### src/rtl/res_xfer_pkg.sv
package res_xfer_pkg;

    // Which block the sequencer is currently filling.
    typedef enum logic {
        BLK_FIRST  = 1'b0,
        BLK_SECOND = 1'b1
    } blk_sel_e;

endpackage

### src/rtl/res_xfer_cfg_watch.sv
module res_xfer_cfg_watch #(
    parameter int AW = 16,
    parameter int CW = 8
) (
    input  logic          clk,
    input  logic          rst_n,
    input  logic [AW-1:0] cfg_base,
    input  logic [CW-1:0] cfg_count,
    output logic          reload,
    output logic [AW-2:0] base_q,
    output logic [CW-1:0] count_q
);

    typedef struct packed {
        logic [AW-2:0] base;   // upper bits only: bit 0 is never stored
        logic [CW-1:0] count;
    } cfg_t;

    cfg_t st_d, st_q;
    logic unused_base_lsb;

    assign unused_base_lsb = cfg_base[0];

    always_comb begin
        st_d.base  = cfg_base[AW-1:1];
        st_d.count = cfg_count;
        reload     = (st_d != st_q);
    end

    always_ff @(posedge clk or negedge rst_n) begin
        if (!rst_n) st_q <= '0;
        else        st_q <= st_d;
    end

    assign base_q  = st_q.base;
    assign count_q = st_q.count;

    // After any edge the shadow copy matches what was applied before it.
    AST_SHADOW_TRACKS: assert property (@(posedge clk) disable iff (!rst_n)
        $past(reload) |-> (count_q == $past(cfg_count)));

endmodule

### src/rtl/res_xfer_seq.sv
module res_xfer_seq
    import res_xfer_pkg::*;
#(
    parameter int CW = 8,
    parameter int PW = CW + 1
) (
    input  logic          clk,
    input  logic          rst_n,
    input  logic          res_valid,
    input  logic          reload,
    input  logic [CW-1:0] new_count,
    input  logic [CW-1:0] count_q,
    input  logic          two_block,
    input  logic          continuous,
    output logic          fire,
    output logic [PW-1:0] ptr,
    output logic          done,
    output logic          last_first,
    output logic          stall
);

    typedef struct packed {
        logic [PW-1:0] ptr;    // word offset from the start address
        logic [CW-1:0] cnt;    // words still to write in the current block
        blk_sel_e      blk;
        logic          halt;   // non-continuous run finished
        logic          done;
        logic          last;
        logic          stall;
    } seq_t;

    seq_t st_d, st_q;

    always_comb begin
        st_d       = st_q;
        st_d.done  = 1'b0;
        st_d.stall = 1'b0;
        fire       = res_valid && !reload && (st_q.cnt != '0) && !st_q.halt;

        if (reload) begin
            st_d.ptr  = '0;
            st_d.cnt  = new_count;
            st_d.blk  = BLK_FIRST;
            st_d.halt = 1'b0;
        end else if (fire) begin
            st_d.stall = 1'b1;
            if (st_q.cnt == CW'(1)) begin
                st_d.done = 1'b1;
                st_d.last = (st_q.blk == BLK_FIRST);
                st_d.cnt  = count_q;
                if (two_block && st_q.blk == BLK_FIRST) begin
                    st_d.blk = BLK_SECOND;
                    st_d.ptr = st_q.ptr + 1'b1;
                end else begin
                    st_d.blk  = BLK_FIRST;
                    st_d.ptr  = '0;
                    st_d.halt = !continuous;
                end
            end else begin
                st_d.cnt = st_q.cnt - 1'b1;
                st_d.ptr = st_q.ptr + 1'b1;
            end
        end
    end

    always_ff @(posedge clk or negedge rst_n) begin
        if (!rst_n) st_q <= '0;
        else        st_q <= st_d;
    end

    assign ptr        = st_q.ptr;
    assign done       = st_q.done;
    assign last_first = st_q.last;
    assign stall      = st_q.stall;

    AST_HALT_QUIET: assert property (@(posedge clk) disable iff (!rst_n)
        (st_q.halt && !reload) |=> !st_q.stall);

    AST_LAST_HOLDS: assert property (@(posedge clk) disable iff (!rst_n)
        !st_q.done |-> $stable(st_q.last));

    AST_RELOAD_RESTART: assert property (@(posedge clk) disable iff (!rst_n)
        reload |=> (st_q.ptr == '0 && !st_q.halt && st_q.blk == BLK_FIRST));

endmodule

### src/rtl/res_xfer_port.sv
module res_xfer_port #(
    parameter int AW = 16,
    parameter int DW = 16,
    parameter int PW = 9
) (
    input  logic          clk,
    input  logic          rst_n,
    input  logic          fire,
    input  logic [PW-1:0] ptr,
    input  logic [AW-2:0] base_q,
    input  logic [DW-1:0] res_data,
    output logic          we,
    output logic [AW-1:0] addr,
    output logic [DW-1:0] wdata
);

    typedef struct packed {
        logic          we;
        logic [AW-1:0] addr;
        logic [DW-1:0] data;
    } port_t;

    port_t st_d, st_q;

    always_comb begin
        st_d    = st_q;
        st_d.we = fire;
        if (fire) begin
            st_d.addr = {base_q, 1'b0} + AW'({ptr, 1'b0});
            st_d.data = res_data;
        end
    end

    always_ff @(posedge clk or negedge rst_n) begin
        if (!rst_n) st_q <= '0;
        else        st_q <= st_d;
    end

    assign we    = st_q.we;
    assign addr  = st_q.addr;
    assign wdata = st_q.data;

    AST_EVEN_ADDR: assert property (@(posedge clk) disable iff (!rst_n)
        we |-> !addr[0]);

endmodule

### src/rtl/res_xfer_ctrl.sv
module res_xfer_ctrl #(
    parameter int AW = 16,
    parameter int CW = 8,
    parameter int DW = 16
) (
    input  logic          clk,
    input  logic          rst_n,
    input  logic [AW-1:0] cfg_base_addr,
    input  logic [CW-1:0] cfg_xfer_count,
    input  logic          cfg_two_block,
    input  logic          cfg_continuous,
    input  logic          res_valid,
    input  logic [DW-1:0] res_data,
    output logic [AW-1:0] mem_addr,
    output logic [DW-1:0] mem_wdata,
    output logic          mem_we,
    output logic          stall_req,
    output logic          blk_done,
    output logic          last_block_first
);

    // Two blocks of at most 2^CW-1 words need one more pointer bit.
    localparam int PW = CW + 1;

    logic          reload;
    logic [AW-2:0] base_q;
    logic [CW-1:0] count_q;
    logic          fire;
    logic [PW-1:0] ptr;

    res_xfer_cfg_watch #(.AW(AW), .CW(CW)) u_cfg (
        .clk       (clk),
        .rst_n     (rst_n),
        .cfg_base  (cfg_base_addr),
        .cfg_count (cfg_xfer_count),
        .reload    (reload),
        .base_q    (base_q),
        .count_q   (count_q)
    );

    res_xfer_seq #(.CW(CW), .PW(PW)) u_seq (
        .clk        (clk),
        .rst_n      (rst_n),
        .res_valid  (res_valid),
        .reload     (reload),
        .new_count  (cfg_xfer_count),
        .count_q    (count_q),
        .two_block  (cfg_two_block),
        .continuous (cfg_continuous),
        .fire       (fire),
        .ptr        (ptr),
        .done       (blk_done),
        .last_first (last_block_first),
        .stall      (stall_req)
    );

    res_xfer_port #(.AW(AW), .DW(DW), .PW(PW)) u_port (
        .clk      (clk),
        .rst_n    (rst_n),
        .fire     (fire),
        .ptr      (ptr),
        .base_q   (base_q),
        .res_data (res_data),
        .we       (mem_we),
        .addr     (mem_addr),
        .wdata    (mem_wdata)
    );

    AST_STALL_WITH_WRITE: assert property (@(posedge clk) disable iff (!rst_n)
        mem_we == stall_req);

    AST_OFF_NO_WRITE: assert property (@(posedge clk) disable iff (!rst_n)
        !$past(|cfg_xfer_count) |-> !mem_we);

    AST_DONE_WITH_WRITE: assert property (@(posedge clk) disable iff (!rst_n)
        blk_done |-> mem_we);

endmodule

### config.mk
export PLATFORM = sky130hd
export DESIGN_NAME = res_xfer_ctrl
export DESIGN_NICKNAME = d
export VERILOG_FILES = /design/src/rtl/res_xfer_pkg.sv /design/src/rtl/res_xfer_cfg_watch.sv /design/src/rtl/res_xfer_seq.sv /design/src/rtl/res_xfer_port.sv /design/src/rtl/res_xfer_ctrl.sv
export SDC_FILE = /design/constraint.sdc
export NUM_CORES = 1
export LEC_CHECK = 0
export ABC_CLOCK_PERIOD_IN_PS = 3000
export BUFFER_PORTS_ARGS = -buffer_cell sky130_fd_sc_hd__buf_4
export CAP_MARGIN = 0
export CORE_UTILIZATION = 55
export CTS_BUF_LIST = sky130_fd_sc_hd__clkbuf_4 sky130_fd_sc_hd__clkbuf_8 sky130_fd_sc_hd__clkbuf_16
export CTS_CLUSTER_SIZE = 16
export DETAILED_ROUTE_END_ITERATION = 7
export PLACE_DENSITY = 0.86
export SYNTH_ARGS = -nofsm -noshare
export SYNTH_HDL_FRONTEND = slang
export SYNTH_SLANG_ARGS = --single-unit
### constraint.sdc
create_clock -name clk -period 3 [get_ports clk]
set_clock_uncertainty 0.2 [all_clocks]
set_input_delay 0.15 -clock clk [delete_from_list [all_inputs] [get_ports clk]]
set_output_delay 0.15 -clock clk [all_outputs]
set_load 0.005 [all_outputs]
; After elaboration in Yosys (flattened, before gate mapping)
; Cells that the tools add are included.
[op_classes]
n_eq_ne = 3
reduce_logical = 13
n_bitwise = 2
n_addsub = 3
muxes = 8
[ops]
columns = operator, n
row1 = $ne 23x23->1, 1
row2 = $mux 22, 1
row3 = $mux 19, 1
row4 = $mux 17, 1
row5 = $add 16x10->16, 1
row6 = $add 9x1->9 const B, 1
row7 = $mux 9, 1
row8 = $eq 8x1->1 const B, 1
row9 = $reduce_bool 8->1, 1
row10 = $sub 8x1->8 const B, 1
row11 = $reduce_and 3->1, 2
row12 = $logic_and 1x1->1, 4
row13 = $mux 4, 1
row14 = $reduce_bool 2->1, 2
row15 = $logic_not 1->1, 3
row16 = $mux 3, 1
row17 = $mux 1, 2
row18 = $ne 2x1->1 const B, 1
row19 = $not 1->1, 2
row20 = $reduce_and 2->1, 1
[totals]
in_bits = 45
wordCells = 41
reg_bits = 78

; Longest topological paths before layout
; Gate-level depths: netlist (run 1).
[logic_depth]
ltp_word = 7
mapped_depth = 9
depth_no_buf = 7

; Cells and area by module
; From an unflattened synthesis (run 1), not the netlist that was laid out.
[hier_totals]
hier_cells = 381
hier_area_um2 = 4166.5
[by_module_without_submodules]
columns = mod, instances, area_each_um2, cells_each
row1 = res_xfer_port, 1, 1769.2, 161
row2 = res_xfer_seq, 1, 1572.8, 166
row3 = res_xfer_cfg_watch, 1, 824.5, 54

; Worst setup path after synthesis (run 1)
; No wires, ideal clock.
[synth_timing]
path_type = flip-flop to flip-flop
from = register u_seq.st_q, in the netlist u_seq.ptr[0]
to = register u_port.st_q, in the netlist u_port.addr[9]
setup_slack_ns = 0.426
arrival_time_ns = 2.249
stages_incl_launch_ff = 8
cell_sequence = dfrtp_1 ha_1 fa_1 a21o_1 a221oi_1 a21oi_1 xor2_1 mux2_2
[synth_via]
elab_chain_cells = 1
[synth_rtl]
columns = element, line
row1 = from (decl), res_xfer_seq.sv:32  ; seq_t st_d, st_q;
row2 = from (signal assigned), res_xfer_seq.sv:68  ; else st_q <= st_d;
row3 = $add 16x10->16, res_xfer_port.sv:29  ; st_d.addr = {base_q, 1'b0} + AW'({ptr, 1'b0});
row4 = to (signal assigned), res_xfer_port.sv:36  ; else st_q <= st_d;
row5 = to (decl), res_xfer_port.sv:23  ; port_t st_d, st_q;
; No other way between the ends.
; A chain may end at the register's enable or synchronous reset.

; Final worst setup path (run 1)
[layout_timing]
from = register u_seq.st_q[6] in the netlist's numbering
to = register u_port.st_q, in the netlist u_port.wdata[11]
[layout_via]
elab_chain_cells = 3
[layout_rtl]
columns = element, line
row1 = $reduce_bool 8->1, res_xfer_seq.sv:38  ; fire = res_valid && !reload && (st_q.cnt != '0) && !st_q.halt;
row2 = $logic_and 1x1->1 (2 in series), res_xfer_seq.sv:38
; No other way between the ends.

==> flow_metrics.env, run 1 <==
export IMPL_syn_area_um2=4150
export IMPL_cts_repair_resize_count=0
export IMPL_die_area_um2=7900
export IMPL_cts_tree="yes"
export IMPL_rows=31
export IMPL_path_cells="inv_1 > ha_1 > or3b_2 > o21ai_4 > nor4_4 > buf_12 > mux2_1"
export IMPL_portBuffers=78
export IMPL_grt_pass1_wl_um=16500
export IMPL_cts_setup_buffers=0
export IMPL_rsz0062_at_grt="no"
export IMPL_power_density_nw_per_um2=405
export IMPL_layout_commonest_cell="buf_4"
export IMPL_drt_iter0_drc=199
export IMPL_groute_usage_overall=0.284
export IMPL_synthCells=382
export IMPL_mostFrequentLayoutCells="buf_4 (83), dfrtp_1 (77), dlygate4sd3_1 (41)"
export IMPL_finalSetupViolCount=0
export IMPL_initial_utilization=0.572
export IMPL_fin_crit_ns=2.60
export IMPL_seq_area_frac_synth=0.464
export IMPL_endpoint_kind="flip-flop"
export IMPL_avgSynthCellArea_um2=10.9
export IMPL_gp_congestion=0.846
export IMPL_worst_pin_slew_ns=0.939
export IMPL_synth_edff_count=0
export IMPL_synth_distinct_cells=57
export IMPL_report_final_slew_viol_count=0
export IMPL_timing_critical_path_slowest_stage_cell="or3b_2"
export IMPL_synth_largest_area_cell="dfrtp_1"
export IMPL_status="completed"
export IMPL_irDropWorstVdd_uv=336
export IMPL_worstSetupStartpointType="flip-flop"
export IMPL_die_y_um=88.9
export IMPL_fmax_ghz=0.385
export IMPL_hpwl_um=6860
export IMPL_critical_path_class="reg2reg"
export IMPL_first_pass_iters=4
export IMPL_numCtsBuffers=9
export IMPL_cap_violations=0
export IMPL_routed_wl_um=10200
export IMPL_vias=3460
export IMPL_synthTopCellsByArea="dfrtp_1 (46%), mux2_2 (9.5%), xor2_1 (5.5%)"
export IMPL_overflow=0
export IMPL_synth_warnings=0
export IMPL_finalHoldViolations=0
export IMPL_grt_max_degree=78
export IMPL_via_per_inst=5.72
export IMPL_synthesis_nets=440
export IMPL_route_detailed_drc=0
export IMPL_grt_pass1_vias=3444
export IMPL_clkLatencyLatePin_ns=0.37
export IMPL_cts_max_level=3
export IMPL_crit_required_ns=3.04
export IMPL_layout_nets=560
export IMPL_die_w_um=88.9
export IMPL_synth_seq_cells=77
export IMPL_post_route_period_util=0.865
export IMPL_final_util=0.748
export IMPL_crit_arrival_ns=2.63
export IMPL_cts_buffer_depth=2
export IMPL_coreArea_um2=7250
export IMPL_cp_max_fo=32
export IMPL_top_level_ports=81
export IMPL_clock_root_buffer="clkbuf_8"
export IMPL_nFillCells=497
export IMPL_slowest_delay_ns=0.53
export IMPL_p_leak_nw=2.51
export IMPL_relSlewSlack=0.374
export IMPL_areaGrowthSynthToFinish_pct=30.7
export IMPL_path_clk_slew_ns=0.08
export IMPL_routedWlPerCell_um=16.9
export IMPL_drive_gt1_frac=0.289
export IMPL_ys_flop_type="dfrtp_1"
export IMPL_min_path_type="in2reg"
export IMPL_diodes=0
export IMPL_ys_async_sr_fraction=1.00
export IMPL_clkSinkCount=77
export IMPL_postRouteAntennaNets=0
export IMPL_yosysTopAreaCellShare=0.464
export IMPL_tns_ns=0
export IMPL_antenna_found_initial=0
cells by family (layout without fill, tap and decap cells):
family	Yosys count	count (layout)	synth area share
other cells	1	1	0.000904
compound gates	75	75	0.122
fa+ha+maj	13	13	0.0410
mux	43	43	0.116
flops	77	77	0.464
simple gates	115	115	0.154
xor+xnor	30	30	0.0633
buf+inv	28	152	0.0386
state kept, by name, indices dropped and copies added (netlist names):
signal,flops
u_port.wdata,16
u_port.we,1
u_seq.done,1
u_seq.ptr,9
u_seq.last_first,1
u_cfg.base_q,15
u_port.addr,15
u_seq.stall,1
u_seq.st_q,10
u_cfg.count_q,8
per-layer routing:
metal | track usage | vias to the layer above | wire [um]
li1 | - | 1635 | -
met1 | 0.333 | 1672 | 4100
met2 | 0.502 | 124 | 5320
met3 | 0.0625 | 29 | 469
met4 | 0.120 | 0 | 327
met5 | 0 | - | 0
cell type report:
class                           count  area (um^2)  area share
Inverter                           12         45.0     0.00830
Clock buffer                        9          124      0.0228
Sequential cell                    77         1930       0.355
Timing Repair Buffer              125         1050       0.194
Tap cell                           99          124      0.0228
Multi-Input combinational cell    277         2060       0.380
Clock inverter                      6         88.8      0.0164
where the power goes:
part,switching [W],internal [W]
logic,0.000122,0.000125
registers,0.0000255,0.00106
clock network,0.000405,0.000463
total,0.000552,0.00165
synthesized netlist by cell type (2+ instances only):
cell        n
dfrtp_1    77
mux2_2     35
xor2_1     26
nand2_1    22
nor2_1     21
a21oi_1    19
nor3_1     16
nand3_1    15
o21ai_0    14
ha_1       12
inv_1      12
nor4_1     11
a21o_1      6
buf_6       6
a211oi_1    5
buf_2       5
mux2_1      5
a2bb2oi_1   4
a31oi_1     4
clkbuf_1    4
nand3b_1    4
o211ai_1    4
xnor2_1     4
and3_1      3
mux2i_1     3
nand4_1     3
nor2b_1     3
o2111ai_1   3
a2111oi_0   2
nand2b_1    2
nor3b_1     2
nor4_2      2
nor4_4      2
o21a_1      2
or3b_2      2
path summary, 6_finish.rpt:
check,cells after the start,to,slack [ns],from
max in group asynchronous,2,u_seq.st_q[3],1.71,rst_n
setup reg to reg,7,u_port.wdata[11],0.40,u_seq.st_q[6]
hold / removal,4,u_seq.st_q[4],0.09,cfg_two_block
hold reg to reg,1,u_seq.last_first,0.28,u_seq.st_q[4]
min in group asynchronous,2,u_cfg.base_q[11],0.26,rst_n
setup / recovery,7,u_port.wdata[11],0.40,u_seq.st_q[6]
worst max-delay path: cells and delay by family, from the launching register on:
| family | cells | cell delay (ns) |
|---|---|---|
| compound gates | 1 | 0.36 |
| fa+ha+maj | 1 | 0.21 |
| buf+inv | 2 | 0.29 |
| flops | 1 | 0.42 |
| mux | 1 | 0.34 |
| simple gates | 2 | 0.63 |
metrics by stage:
| step | instances | power, W | hold slack [ns] | worst slack (ns) | cell area (um^2) |
|---|---|---|---|---|---|
| 2_1_floorplan | 382 | 0.00120 | -0.346 | 0.426 | 4150 |
| 3_3_place_gp | 549 | 0.00130 | 0.0747 | 0.521 | 4800 |
| 3_5_place_dp | 549 | 0.00130 | 0.0753 | 0.450 | 4800 |
| 4_1_cts | 605 | 0.00221 | 0.0803 | 0.415 | 5420 |
| 5_1_grt | 605 | 0.00229 | 0.134 | 0.271 | 5420 |
| 6_report | 605 | 0.00220 | 0.0857 | 0.404 | 5420 |
repair_timing:
item | in CTS | in global routing
setup endpoints to repair | 0 | 0
hold endpoints to repair | 125 | 0
hold buffers | 41 | 0
Note: power is estimated with default switching activity, not from simulation.
==> run 2, diff against run 1 <==
- CORE_UTILIZATION: 55 -> 56
- PLACE_DENSITY: 0.86 -> 0.87
- SYNTH_HIERARCHICAL: default -> 1
==> flow_metrics.env, run 2 <==
export IMPL_mostFrequentLayoutCells="buf_4 (79), dfrtp_1 (77), dlygate4sd3_1 (42)"
export IMPL_cts_buffer_depth=2
export IMPL_route_detailed_drc=0
export IMPL_finalHoldViolations=0
export IMPL_crit_arrival_ns=3.12
export IMPL_timing_critical_path_slowest_stage_cell="dfrtp_1"
export IMPL_crit_family="simple AND/OR/NAND/NOR gates"
export IMPL_worstHoldEndpoint="u_seq/st_q[9]"
export IMPL_synthSimpleGateAreaFrac=0.145
export IMPL_hold_ws_ns=0.0919
export IMPL_layout_setup_ws_ns=-0.0320
export IMPL_cap_violations=0
export IMPL_gp_congestion=0.897
export IMPL_layout_nets=554
export IMPL_crit_required_ns=3.09
export IMPL_r2r_end="u_port/addr[8]"
export IMPL_fin_crit_ns=3.03
export IMPL_yosys_mux_area_fraction=0.0697
export IMPL_rows=31
export IMPL_yosysTopAreaCellShare=0.462
export IMPL_synth_largest_area_cell="dfrtp_1"
export IMPL_irDropWorstVdd_uv=292
export IMPL_die_w_um=88.3
export IMPL_synth_edff_count=0
export IMPL_antenna_found_initial=0
export IMPL_met3_length_um=1100
export IMPL_finalSetupViolCount=4
export IMPL_synth_warnings=6
export IMPL_violations="setup timing"
export IMPL_largest_register_ffs=16
export IMPL_path_cells="xor2_1 > nor4_1 > nand3_1 > or3b_4 > a31oi_4 > inv_2 > or3_1 > or3_1 > nand4_1"
export IMPL_top_level_ports=81
export IMPL_first_pass_iters=8
export IMPL_via_per_inst=6.13
export IMPL_avgSynthCellArea_um2=10.9
export IMPL_routed_wl_um=12100
export IMPL_portBuffers=78
export IMPL_endpoint_kind="flip-flop"
export IMPL_clkLatencyLatePin_ns=0.36
export IMPL_overflow=0
export IMPL_cp_common_cell="or3_1"
export IMPL_r2r_setup_slack_ns=-0.03
export IMPL_synth_seq_cells=77
export IMPL_clock_root_buffer="clkbuf_8"
export IMPL_clkSinkCount=77
export IMPL_met1_length_um=4450
export IMPL_worst_path_stages=9
export IMPL_die_area_um2=7790
export IMPL_drt_iter0_drc=382
export IMPL_grt_pass1_vias=3472
export IMPL_worstHoldStart="res_valid"
export IMPL_rsz0062_at_grt="yes"
export IMPL_coreArea_um2=7210
export IMPL_critical_path_class="reg2reg"
export IMPL_rr_worst_depth=9
export IMPL_initial_utilization=0.578
export IMPL_syn_area_um2=4170
export IMPL_synthTopCellsByArea="dfrtp_1 (46%), mux2_2 (6.5%), xnor2_1 (4.8%)"
export IMPL_synth_top_family_by_area="simple AND/OR/NAND/NOR gates"
export IMPL_layout_commonest_cell="buf_4"
export IMPL_power_density_nw_per_um2=371
export IMPL_postRouteAntennaNets=0
export IMPL_hpwl_um=6640
export IMPL_hold_depth=5
export IMPL_groute_usage_overall=0.293
export IMPL_worstSetupStartpointType="flip-flop"
export IMPL_slowest_delay_ns=0.50
export IMPL_reg2reg_from="u_cfg/base_q[10]"
export IMPL_fmax_ghz=0.330
export IMPL_cts_tree="yes"
export IMPL_min_path_type="in2reg"
export IMPL_top_layer="met4"
export IMPL_ys_flop_type="dfrtp_1"
export IMPL_worst_pin_slew_ns=1.10
export IMPL_status="finished with violations"
export IMPL_path_buf_inv=1
export IMPL_vias=3672
export IMPL_path_clk_slew_ns=0.09
export IMPL_synth_compound_area_frac=0.145
export IMPL_areaGrowthSynthToFinish_pct=31.7
export IMPL_seq_area_frac_synth=0.462
export IMPL_grt_max_degree=78
export IMPL_grt_pass1_wl_um=17100
export IMPL_cp_max_fo=7
export IMPL_die_y_um=88.3
export IMPL_synth_xor_area_frac=0.0652
export IMPL_synthTopCellsByCount="dfrtp_1 (77), mux2_2 (24), nand2_1 (24)"
export IMPL_instances_no_fill=599
export IMPL_dp_cells=543
export IMPL_synthCells=381
export IMPL_nFillCells=438
export IMPL_met2_length_um=6150
export IMPL_relSlewSlack=0.261
export IMPL_drive_gt1_frac=0.314
export IMPL_cts_max_level=3
export IMPL_synth_adder_area_share=0.0438
export IMPL_ys_async_sr_fraction=1.00
export IMPL_routedWlPerCell_um=20.3
export IMPL_diodes=0
export IMPL_synth_most_common_cell="dfrtp_1"
export IMPL_numCtsBuffers=9
export IMPL_post_route_period_util=1.01
export IMPL_synth_distinct_cells=67
export IMPL_p_leak_nw=2.51
export IMPL_report_final_slew_viol_count=0
export IMPL_synthesis_nets=440
run 2: cell types whose count changed after synthesis, sizes merged, moves of 6 or more:
cell and delta:
nor2 -12, mux2 -16, o221ai +6, xnor2 +19, nor4 -8, xor2 -18
or3 +6, inv +6
run 2: what timing repair did:
action,in CTS,in global routing
hold buffers,42,1
pin swaps,0,9
gates resized for setup,1,26
buffers inserted,0,2
endpoints found under the setup margin,5,15
endpoints found under the hold margin,126,1
cloned,0,1
run 2: final cells by class:
cell class	count	area, um^2	area share
clock buffers	10	131	0.0239
well taps	99	124	0.0226
flip-flops and latches	77	1930	0.351
inverters	18	67.6	0.0123
multi-input cells	263	2100	0.383
repair buffers	126	1090	0.199
clock inverters	6	40.0	0.00730
run 2: worst max-delay path by stage:
stage / slack, ns / startpoint / to
after global placement: 0.11 / u_cfg/count_q[7] / u_seq/ptr[7]
after floorplan: 0.02 / u_cfg/base_q[12] / u_port/addr[11]
final: -0.03 / u_cfg/base_q[10] / u_port/addr[8]
after detailed placement: 0.009 / u_cfg/base_q[6] / u_seq/ptr[2]
after global routing: -0.16 / u_cfg/base_q[10] / u_port/addr[8]
after CTS: 0.009 / cfg_base_addr[7] / u_port/addr[14]
run 2: report_power, final:
| group | internal [W] | total [W] | switching (W) |
|---|---|---|---|
| clock network | 0.000308 | 0.000712 | 0.000404 |
| logic | 0.000124 | 0.000237 | 0.000113 |
| registers | 0.00106 | 0.00109 | 0.0000303 |
run 2: cells by family after synthesis:
| family | Yosys count |
|---|---|
| other cells | 1 |
| compound gates | 83 |
| flops | 77 |
| fa+ha+maj | 14 |
| buf+inv | 41 |
| mux | 26 |
| simple gates | 108 |
| xor+xnor | 31 |
run 2: layer usage:
layer,vias up,GRT usage
li1,1612,-
met1,1751,0.359
met2,253,0.506
met3,56,0.0756
met4,0,0.0924
met5,-,0
run 2: metrics by stage:
| step | setup slack, ns | TNS (ns) | power (W) | util | cell area, um^2 |
|---|---|---|---|---|---|
| 3_5_place_dp | 0.00933 | 0 | 0.00128 | 0.656 | 4730 |
| 5_1_grt | -0.158 | -2.04 | 0.00211 | 0.761 | 5490 |
| 3_3_place_gp | 0.112 | 0 | 0.00127 | 0.656 | 4730 |
| 4_1_cts | 0.00948 | 0 | 0.00201 | 0.738 | 5330 |
| 6_report | -0.0320 | -0.0792 | 0.00204 | 0.761 | 5490 |
| 2_1_floorplan | 0.0174 | 0 | 0.00119 | - | 4170 |
run 2: tightest hold or removal path: stages:
cell and delay [ns]:
buf_4 0.12, inv_1 0.04, o21ai_0 0.05, o21ai_0 0.15
a211o_1 0.10
